`config.mk`:
```
export PLATFORM = sky130hd
export DESIGN_NAME = psrl_unit
export DESIGN_NICKNAME = d
export VERILOG_FILES = /design/src/rtl/psrl_pkg.sv /design/src/rtl/psrl_decode.sv /design/src/rtl/psrl_count.sv /design/src/rtl/psrl_lanes.sv /design/src/rtl/psrl_unit.sv
export SDC_FILE = /design/constraint.sdc
export NUM_CORES = 1
export LEC_CHECK = 0
export ABC_AREA = 0
export BUFFER_PORTS_ARGS = -buffer_cell sky130_fd_sc_hd__buf_2
export CAP_MARGIN = 20
export CORE_ASPECT_RATIO = 0.75
export CORE_MARGIN = 2
export CORE_UTILIZATION = 50
export CTS_BUF_LIST = sky130_fd_sc_hd__clkbuf_16
export CTS_CLUSTER_SIZE = 40
export DETAILED_ROUTE_END_ITERATION = 7
export PLACE_DENSITY = 0.75
export RECOVER_POWER = 100
export SYNTH_ARGS = -nofsm -noshare
export SYNTH_HDL_FRONTEND = slang
export SYNTH_SLANG_ARGS = --single-unit
```
`constraint.sdc`:
```
create_clock -name clk -period 5 [get_ports clk]
set_clock_uncertainty 0.2 [all_clocks]
set_input_delay 1 -clock clk [delete_from_list [all_inputs] [get_ports clk]]
set_output_delay 1 -clock clk [all_outputs]
set_load 0.02 [all_outputs]
```
`src/rtl/psrl_pkg.sv`:
```
// Package: shared widths and the lane-mode type of the packed shifter.
// Assumes a 64-bit datapath split into lanes of 16, 32 or 64 bits.
package psrl_pkg;

    localparam int DATA_W  = 64;
    localparam int IMM_W   = 8;
    localparam int SHIFT_W = $clog2(DATA_W);

    typedef enum logic [1:0] {
        LANE_W16 = 2'd0,
        LANE_W32 = 2'd1,
        LANE_W64 = 2'd2
    } lane_mode_e;

    // Width in bits of one lane for a mode.
    function automatic int lane_bits(lane_mode_e m);
        case (m)
            LANE_W16: return 16;
            LANE_W32: return 32;
            default:  return 64;
        endcase
    endfunction

endpackage

```
`src/rtl/psrl_decode.sv`:
```
// Module: opcode decoder.
// Maps the second opcode byte to a lane mode and an operand form.
// Checks the sub-opcode of the immediate forms and that the source flag agrees
// with the form. Purely combinational.
// Assumes the escape byte was already matched upstream.
module psrl_decode
    import psrl_pkg::*;
#(
    parameter logic [7:0] REG_BASE = 8'hD0,
    parameter logic [7:0] IMM_BASE = 8'h70,
    parameter logic [2:0] IMM_SUB  = 3'd2
) (
    input  logic [7:0]  op_byte_i,
    input  logic [2:0]  modrm_reg_i,
    input  logic        imm_sel_i,
    output lane_mode_e  mode_o,
    output logic        legal_o
);

    logic       known;
    logic       is_imm;
    logic [1:0] low_code;

    // Classify the byte as register form, immediate form or unknown.
    always_comb begin
        known    = 1'b0;
        is_imm   = 1'b0;
        low_code = op_byte_i[1:0];
        if (op_byte_i[7:2] == REG_BASE[7:2] && low_code != 2'd0) begin
            known = 1'b1;
        end else if (op_byte_i[7:2] == IMM_BASE[7:2] && low_code != 2'd0) begin
            known  = 1'b1;
            is_imm = 1'b1;
        end
    end

    // Lane size comes from the low two bits: 1 word, 2 doubleword, 3 quadword.
    always_comb begin
        case (low_code)
            2'd1:    mode_o = LANE_W16;
            2'd2:    mode_o = LANE_W32;
            default: mode_o = LANE_W64;
        endcase
    end

    // Legal when the form is known, the source agrees and the sub-opcode fits.
    always_comb begin
        legal_o = known && (is_imm == imm_sel_i) &&
                  (!is_imm || modrm_reg_i == IMM_SUB);
    end

endmodule

```
`src/rtl/psrl_count.sv`:
```
// Module: count selection and range test.
// Widens the chosen count to the full data width and compares it with the
// largest shift the lane mode allows. Returns the low shift bits, an
// over-range flag and a zero-count flag. Purely combinational.
module psrl_count
    import psrl_pkg::*;
#(
    parameter int CW = DATA_W,
    parameter int IW = IMM_W,
    parameter int SW = SHIFT_W
) (
    input  logic [CW-1:0] count_reg_i,
    input  logic [IW-1:0] count_imm_i,
    input  logic          imm_sel_i,
    input  lane_mode_e    mode_i,
    output logic [SW-1:0] shift_o,
    output logic          over_o,
    output logic          zero_cnt_o
);

    logic [CW-1:0] eff_cnt;
    logic [CW-1:0] max_cnt;

    // Zero-extend the immediate or pass the register count.
    always_comb begin
        eff_cnt = imm_sel_i ? {{(CW-IW){1'b0}}, count_imm_i} : count_reg_i;
    end

    // Largest permitted count for the lane mode.
    always_comb begin
        max_cnt = CW'(lane_bits(mode_i) - 1);
    end

    // Full-width comparison, low bits taken as the shift amount.
    always_comb begin
        over_o     = eff_cnt > max_cnt;
        shift_o    = eff_cnt[SW-1:0];
        zero_cnt_o = eff_cnt == '0;
    end

    // a_r4_shift_in_lane: when in range, the shift fits inside the lane.
    always_comb begin
        if (!over_o) begin
            a_r4_shift_in_lane: assert (int'(shift_o) < lane_bits(mode_i));
        end
    end

endmodule

```
`src/rtl/psrl_lanes.sv`:
```
// Module: lane-split shifter.
// Shifts the whole word once, then clears every bit that crossed a lane
// boundary. The whole result is forced to zero when the count is out of range.
// Assumes shift_i is below the lane width whenever zero_i is low.
module psrl_lanes
    import psrl_pkg::*;
#(
    parameter int W  = DATA_W,
    parameter int SW = SHIFT_W
) (
    input  logic [W-1:0]  data_i,
    input  logic [SW-1:0] shift_i,
    input  lane_mode_e    mode_i,
    input  logic          zero_i,
    output logic [W-1:0]  data_o
);

    localparam int PW = SW + 1;

    logic [W-1:0] shifted;
    logic [W-1:0] keep;

    // One full-width logical shift shared by all lane modes.
    always_comb begin
        shifted = data_i >> shift_i;
    end

    // Per bit: keep it if its lane position plus the shift stays in the lane.
    for (genvar gi = 0; gi < W; gi++) begin : g_bit
        localparam int P16 = gi % 16;
        localparam int P32 = gi % 32;
        localparam int P64 = gi;
        always_comb begin
            case (mode_i)
                LANE_W16: keep[gi] = (PW'(P16) + PW'(shift_i)) < PW'(16);
                LANE_W32: keep[gi] = (PW'(P32) + PW'(shift_i)) < PW'(32);
                default:  keep[gi] = (PW'(P64) + PW'(shift_i)) < PW'(W);
            endcase
        end
    end

    // Apply the lane mask or the over-range clear.
    always_comb begin
        data_o = zero_i ? '0 : (shifted & keep);
    end

    // a_r1_top_bits_clear: a nonzero word shift clears the top bit of each lane.
    always_comb begin
        if (mode_i == LANE_W16 && shift_i != '0) begin
            a_r1_top_bits_clear: assert (data_o[15] == 1'b0 && data_o[31] == 1'b0 &&
                                         data_o[47] == 1'b0 && data_o[63] == 1'b0);
        end
    end

    // a_r2_top_bits_clear: a nonzero doubleword shift clears each lane's top bit.
    always_comb begin
        if (mode_i == LANE_W32 && shift_i != '0) begin
            a_r2_top_bits_clear: assert (data_o[31] == 1'b0 && data_o[63] == 1'b0);
        end
    end

endmodule

```
`src/rtl/psrl_unit.sv`:
```
// Module: top of the packed logical right shifter.
// Decodes a request, shifts in one cycle and registers the result with a done
// or illegal pulse. Assumes every request is a single valid_i cycle.
// Reset is synchronous, active low.
module psrl_unit
    import psrl_pkg::*;
(
    input  logic              clk,
    input  logic              rst_n,
    input  logic              valid_i,
    input  logic [7:0]        op_byte_i,
    input  logic [2:0]        modrm_reg_i,
    input  logic              imm_sel_i,
    input  logic [DATA_W-1:0] dest_i,
    input  logic [DATA_W-1:0] count_reg_i,
    input  logic [IMM_W-1:0]  count_imm_i,
    output logic [DATA_W-1:0] result_o,
    output logic              done_o,
    output logic              illegal_o
);

    lane_mode_e         mode;
    logic               legal;
    logic [SHIFT_W-1:0] shift_amt;
    logic               over;
    logic               zero_cnt;
    logic [DATA_W-1:0]  shifted;
    logic [DATA_W-1:0]  result_q;
    logic               done_q;
    logic               illegal_q;

    psrl_decode u_decode (
        .op_byte_i   (op_byte_i),
        .modrm_reg_i (modrm_reg_i),
        .imm_sel_i   (imm_sel_i),
        .mode_o      (mode),
        .legal_o     (legal)
    );

    psrl_count u_count (
        .count_reg_i (count_reg_i),
        .count_imm_i (count_imm_i),
        .imm_sel_i   (imm_sel_i),
        .mode_i      (mode),
        .shift_o     (shift_amt),
        .over_o      (over),
        .zero_cnt_o  (zero_cnt)
    );

    psrl_lanes u_lanes (
        .data_i  (dest_i),
        .shift_i (shift_amt),
        .mode_i  (mode),
        .zero_i  (over),
        .data_o  (shifted)
    );

    // Result register: written only by a legal request.
    always_ff @(posedge clk) begin
        if (!rst_n) begin
            result_q <= '0;
        end else if (valid_i && legal) begin
            result_q <= shifted;
        end
    end

    // Completion strobes: one cycle per request, legal or rejected.
    always_ff @(posedge clk) begin
        if (!rst_n) begin
            done_q    <= 1'b0;
            illegal_q <= 1'b0;
        end else begin
            done_q    <= valid_i && legal;
            illegal_q <= valid_i && !legal;
        end
    end

    assign result_o  = result_q;
    assign done_o    = done_q;
    assign illegal_o = illegal_q;

    // a_r9_done_follows: a legal request is answered one cycle later.
    a_r9_done_follows: assert property (@(posedge clk) disable iff (!rst_n)
        valid_i && legal |=> done_o);

    // a_r9_quiet_idle: no request, no strobe.
    a_r9_quiet_idle: assert property (@(posedge clk) disable iff (!rst_n)
        !valid_i |=> !done_o && !illegal_o);

    // a_r8_exclusive: a request is never both accepted and rejected.
    a_r8_exclusive: assert property (@(posedge clk) disable iff (!rst_n)
        !(done_o && illegal_o));

    // a_r7_hold_on_reject: a rejected request leaves the result untouched.
    a_r7_hold_on_reject: assert property (@(posedge clk) disable iff (!rst_n)
        illegal_o |-> $stable(result_o));

    // a_r10_zero_passthrough: a zero count returns the destination.
    a_r10_zero_passthrough: assert property (@(posedge clk) disable iff (!rst_n)
        valid_i && legal && zero_cnt |=> result_o == $past(dest_i));

    // a_r4_over_clears: an out-of-range count yields zero.
    a_r4_over_clears: assert property (@(posedge clk) disable iff (!rst_n)
        valid_i && legal && over |=> result_o == '0);

endmodule

```
Yosys cells after proc, flatten, opt, wreduce, memory -nomap -nowiden
Index checks and enable logic that the tools add are counted.

word-level totals
  flip-flop bits (word level) = 66
  latch bits = 0
  memory bits (writable) = 0
  ROM bits = 0
  input bits = 151
  memories = 0

cells by class
  add/sub/neg operators = 64
  multiply operators = 0
  divide/modulo/power cells = 0
  magnitude comparators = 113
  eq/ne operators = 7
  shifts and indexed selects = 1
  mux-type cells = 71
  bitwise operators = 1
  reductions and logical operators = 11

operators by type and width
  operator                                                                      count
  7-bit less-than comparator, second input constant                             63
  6-bit by 6-bit adder with 7-bit output, first input constant                  32
  7-bit by 6-bit less-than comparator with 1-bit output, second input constant  31
  64-bit 2-to-1 mux                                                             2
  1-bit case mux with 2 select lines                                            64
  5-bit by 6-bit adder with 7-bit output, first input constant                  16
  7-bit by 5-bit less-than comparator with 1-bit output, second input constant  15
  64-bit bitwise AND                                                            1
  64-bit > comparator                                                           1
  64-bit by 6-bit right shift with 64-bit output                                1
  4-bit by 6-bit adder with 7-bit output, first input constant                  8
  3-bit by 6-bit adder with 7-bit output, first input constant                  4
  2-bit by 6-bit adder with 7-bit output, first input constant                  2
  7-bit case mux with 2 select lines                                            1
  7-bit by 1-bit subtractor with 8-bit output, second input constant            1
  1-bit by 6-bit adder with 7-bit output, first input constant                  1
  6-bit by 7-bit less-than comparator with 1-bit output, second input constant  1
  6-bit by 5-bit == test with 1-bit output, second input constant               1
  6-bit == test, second input constant                                          1
  1-bit logical AND                                                             6
  6-bit by 5-bit less-than comparator with 1-bit output, second input constant  1
  6-bit less-than comparator, second input constant                             1
  2-bit by 1-bit == test with 1-bit output, second input constant               2
  2-bit case mux with 2 select lines                                            1
  8 further kinds                                                               11

Logic depth before layout (Yosys ltp)
  depth after elaboration = 9
  depth in mapped cells = 17

Hierarchy
A second synthesis with hierarchy kept.

second synthesis, totals
  cell total of the unflattened synthesis = 1305
  area, all modules = 9840.7 um^2

modules (own cells, without submodules)
  module       times used  cells each  area each (um^2)  seq. area each (um^2)
  psrl_lanes   1           952         6642.6            0.0
  psrl_unit    1           297         2771.4            1321.3
  psrl_count   1           45          346.6             0.0
  psrl_decode  1           11          80.1              0.0

Worst setup path after synthesis
OpenSTA, ideal clock, no wires.

  path type = input -> register
  start = input port imm_sel_i
  end = register result_q[7] (netlist: result_o[7])
  setup time = 0.069 ns
  arrival time = 4.327 ns
  required time = 4.731 ns
  slack = 0.404 ns
  stages on the path = 16
  buffers on the path = 7
  cell sequence = buf_6 buf_12 mux2i_4 inv_2 clkbuf_1 buf_2 clkbuf_1 clkbuf_1 ha_1 a21o_1 o21ai_0 and4b_1 buf_2 nand2_1 or4_1 o21ai_1

between the ends
  cells in the longest elaborated chain, start to end = 6
  elaborated cells between the ends (all ways) = 14
  those cells by class = add/sub: 1; order compare: 4; eq/ne: 1; shift: 1; mux: 3; bitwise: 1; reduce/logical: 3

RTL lines
  element                                                   line                                                  RTL
  from (decl)                                               psrl_unit.sv:13                                       input logic imm_sel_i,
  64-bit 2-to-1 mux                                         psrl_count.sv:26                                      eff_cnt = imm_sel_i ? {{(CW-IW){1'b0}}, count_imm_i} : count_reg_i;
  3-bit by 6-bit adder with 7-bit output                    psrl_lanes.sv:35, psrl_lanes.sv:36, psrl_lanes.sv:37
  7-bit less-than comparator, or another cell as far along  psrl_lanes.sv:37                                      default: keep[gi] = (PW'(P64) + PW'(shift_i)) < PW'(W);
  1-bit case mux with 2 select lines                        psrl_lanes.sv:34                                      case (mode_i)
  64-bit bitwise AND                                        psrl_lanes.sv:44                                      data_o = zero_i ? '0 : (shifted & keep);
  64-bit 2-to-1 mux                                         psrl_lanes.sv:44
  to (signal assigned)                                      psrl_unit.sv:63                                       result_q <= shifted;
  to (decl)                                                 psrl_unit.sv:28                                       logic [DATA_W-1:0] result_q;

Several ways; a longest one is shown, not always the timed one.
A chain may end at the register's enable or synchronous reset.

Worst setup path in the final report
  start = input port imm_sel_i
  end = register result_q[21] (netlist: result_o[21])

between the ends
  cells in the longest elaborated chain, start to end = 6
  elaborated cells between the ends (all ways) = 15
  those cells by class = add/sub: 2; order compare: 4; eq/ne: 1; shift: 1; mux: 3; bitwise: 1; reduce/logical: 3

RTL lines
  element                                                                                                  line
  64-bit 2-to-1 mux                                                                                        psrl_count.sv:26
  5-bit by 6-bit adder with 7-bit output / 3-bit by 6-bit adder with 7-bit output (equally long branches)  psrl_lanes.sv:36, psrl_lanes.sv:37, psrl_lanes.sv:35
  7-bit less-than comparator, or another cell as far along                                                 psrl_lanes.sv:37
  1-bit case mux with 2 select lines                                                                       psrl_lanes.sv:34
  64-bit bitwise AND                                                                                       psrl_lanes.sv:44
  64-bit 2-to-1 mux                                                                                        psrl_lanes.sv:44

Several ways; a longest one is shown, not always the timed one.

==> results.txt <==
Leakage power of the design: 0.00432 µW
Count of H-tree levels built during CTS: 3
Peak clock frequency supported by timing: 216 MHz
Setup Fix Bufs, Post-CTS: 0
Layout cell share with drive strength beyond 1: 0.224
Transition at the pin with the smallest max-transition slack: 1.29 ns
Crit-path cells: buf_2 -> buf_4 -> mux2i_1 -> clkbuf_2 -> a221oi_1 -> xnor2_1 -> nand2_1 -> o221ai_1 -> o2111ai_1 -> o21ai_0
Cell at the root of the clock tree: sky130_fd_sc_hd__clkbuf_16
Routed length per instance: 28.1 µm
Slew HR: 0.137
First-pass detailed-route iteration total: 8
Placed Area: 10800 µm²
Setup CP Type: in -> reg
First-pass GRT wire length: 66800 µm
Share of power burned in registers: 0.213
Setup repair after global routing missed its margin: false
Cell accounting for the most synthesized area: sky130_fd_sc_hd__dfxtp_1
Count of cells resized by post-cts repair: 0
Sequential area share after synthesis: 0.141
Clock share of power: 0.280
NetSw: 1060 µW
Buffers from clock root to sink, at most: 2
GRT Total Usage: 0.450
Post-synth cell types: 83
CTS Hold Buffers Added: 0
Areal power density over the cells: 226 nW/µm²
Last weighted congestion value of the routability-driven placer: 1.16
Internal power component: 1410 µW
Seq cells post-synth: 66
CP peak stage delay: 1.10 ns
Proportion of synthesized flip-flops having asynchronous set or reset: 0
Launch point of the worst path: imm_sel_i
Count leader, synth: sky130_fd_sc_hd__nand2_1
ANT nets after route: 0
Iteration-0 DRC Markers: 2097
Count of flip-flops with a built-in enable after synthesis: 0
Crit path max fanout: 21
Cell count after synthesis: 1193
Combinational share of power: 0.507
Switching share of power: 0.430
Clock sink total: 66
Yosys warnings: 0
Total negative slack: 0 ns
Total count of max-transition violations in the final report: 0
Chip height: 123 µm
Leftover overflow at the end of global routing: 0
Critical path endpoint category: flip-flop
Critical path data arrival time: 4.69 ns
Vias in the first global route: 10795
HPWL reported at the end of detailed placement: 35000 µm
Period Utilization, post-route: 0.927
Final Hold Slack: 0.240 ns
Largest net degree at the start of global routing: 55
Die X-Extent: 162 µm
I/O pin count: 217
Per-cell via count in the routed design: 7.35
Cell Area, Synth: 9390 µm²
CP max stage cell: sky130_fd_sc_hd__a221oi_1
Via total after detailed routing: 12000
Max-Cap Viols: 0
Finish-stage setup viols: 0
Outcome: finished, violations left
Final hold vios: 0
Latest clock arrival within the worst-skew pair: 0.33 ns
Most frequent cells after synthesis: 228 x sky130_fd_sc_hd__nand2_1, 77 x sky130_fd_sc_hd__mux2i_1, 76 x sky130_fd_sc_hd__a21oi_1, 68 x sky130_fd_sc_hd__nor2_1, 66 x sky130_fd_sc_hd__dfxtp_1
Avg Cell Area, Syn: 7.87 µm²
Startpoint kind of the worst setup timing path: input port
Die footprint: 19900 µm²
Class of the most critical hold timing path: reg -> reg
Share of the synthesized area in the top cell type: 0.141
WP buf/inv: 3
Startpoint of the worst-slack reg-to-reg timing path: result_o[3]
Primary flip-flop cell chosen by synthesis mapping: sky130_fd_sc_hd__dfxtp_1
CTS tree: yes
Aggregate routed wire length: 45900 µm
Count of unresolved DRC violations after routing: 41
Critical path data required time: 5.06 ns
Failing checks: design-rule violations
Inserted Clock Buffers: 9
Buffers on Ports: 216
Placeable core region: 18500 µm²
Peak VDD IR: 0.000171 V
Net count of the mapped netlist: 1355
Clk slew on worst S/H paths: 0.06 ns
Startpoint of the most critical hold path: result_o[51]
Number of antenna violations at the first check in global routing: 2
Initial standard-cell utilization of the core: 0.509
Fin area: 10900 µm²
Layout overhead on the synthesized area: 16.6%
Number of cell rows: 43
Leading cell types by total area after synthesis: sky130_fd_sc_hd__dfxtp_1 14%, sky130_fd_sc_hd__mux4_2 12%, sky130_fd_sc_hd__nand2_1 9.1%
Cell family with most CP delay: compound AO/OA/AOI/OAI gates
Number of nets in the final layout: 1540
Post-route minimum period: 4.63 ns
area by class of cell:
type | count | area, µm²
multi-input combinational | 1004 | 7430
inverter | 15 | 56.3
tap | 247 | 309
clock inverter | 7 | 100
fill | 1752 | 7510
sequential | 66 | 1320
antenna | 3 | 7.51
timing repair buffer | 282 | 1490
clock buffer | 9 | 225
cell families after synthesis:
group                    synth area share
buffers and inverters              0.0684
AND/OR/NAND/NOR                     0.229
flip-flops                          0.141
XOR/XNOR                          0.00560
multiplexers                        0.269
AO/OA/AOI/OAI                       0.273
adder cells (fa/ha/maj)            0.0147
tightest hold or removal path, stage by stage, from the launching register on:
cell                      delay, ns
sky130_fd_sc_hd__dfxtp_1       0.31
sky130_fd_sc_hd__nand2_1       0.05
sky130_fd_sc_hd__nand2_1       0.04
placed cells by master (no fill, tap or decap), types with 12 or more instances in the layout:
master and count:
sky130_fd_sc_hd__nand4_1 16, sky130_fd_sc_hd__o211ai_1 14, sky130_fd_sc_hd__mux4_1 16, sky130_fd_sc_hd__a32oi_1 18, sky130_fd_sc_hd__a221oi_1 13, sky130_fd_sc_hd__buf_4 56, sky130_fd_sc_hd__o22ai_1 15, sky130_fd_sc_hd__a22oi_1 19
sky130_fd_sc_hd__nand3_1 47, sky130_fd_sc_hd__nand2_1 228, sky130_fd_sc_hd__a22o_1 12, sky130_fd_sc_hd__o31ai_1 15, sky130_fd_sc_hd__mux4_2 49, sky130_fd_sc_hd__o21ai_0 55, sky130_fd_sc_hd__buf_2 150, sky130_fd_sc_hd__nor3_1 14
sky130_fd_sc_hd__nor2_1 68, sky130_fd_sc_hd__mux2i_1 77, sky130_fd_sc_hd__inv_1 14, sky130_fd_sc_hd__clkbuf_1 72, sky130_fd_sc_hd__a31oi_1 22, sky130_fd_sc_hd__dfxtp_1 66, sky130_fd_sc_hd__nor4_1 22, sky130_fd_sc_hd__a21oi_1 76
power by group through the flow:
stage / clock, µW / combinational [µW] / sequential (µW)
after floorplan: 0 / 750 / 539
after global placement: 0 / 1190 / 538
after detailed placement: 0 / 1190 / 538
after CTS: 691 / 1200 / 526
after global routing: 715 / 1290 / 526
final: 692 / 1250 / 526
through the flow:
stage / util / setup slack [ns] / std cells / total power, µW
after floorplan: - / 0.404 / 1193 / 1290
after global placement: 0.583 / 0.443 / 1614 / 1730
after detailed placement: 0.583 / 0.459 / 1614 / 1730
after CTS: 0.600 / 0.811 / 1630 / 2410
after global routing: 0.593 / 0.302 / 1630 / 2540
final: 0.593 / 0.367 / 1633 / 2470
flip-flops by register name (all words and copies together) (netlist names):
name and count:
done_o 1, result_o 64, illegal_o 1
worst paths after layout:
check | to | slack, ns | cells after the start
worst max register to register | result_o[3] | 3.98 | 2
worst max-delay path | result_o[21] | 0.37 | 10
worst min register to register | result_o[51] | 0.24 | 2
worst min-delay path | result_o[51] | 0.24 | 2
routing by layer:
metal	routed length (µm)	GRT usage	part of all wire
met2	18700	0.661	0.41
met5	63	0.0253	0.0014
met3	6920	0.123	0.15
met1	17200	0.601	0.37
met4	3070	0.242	0.067
Note: power is estimated with default switching activity, not from simulation.
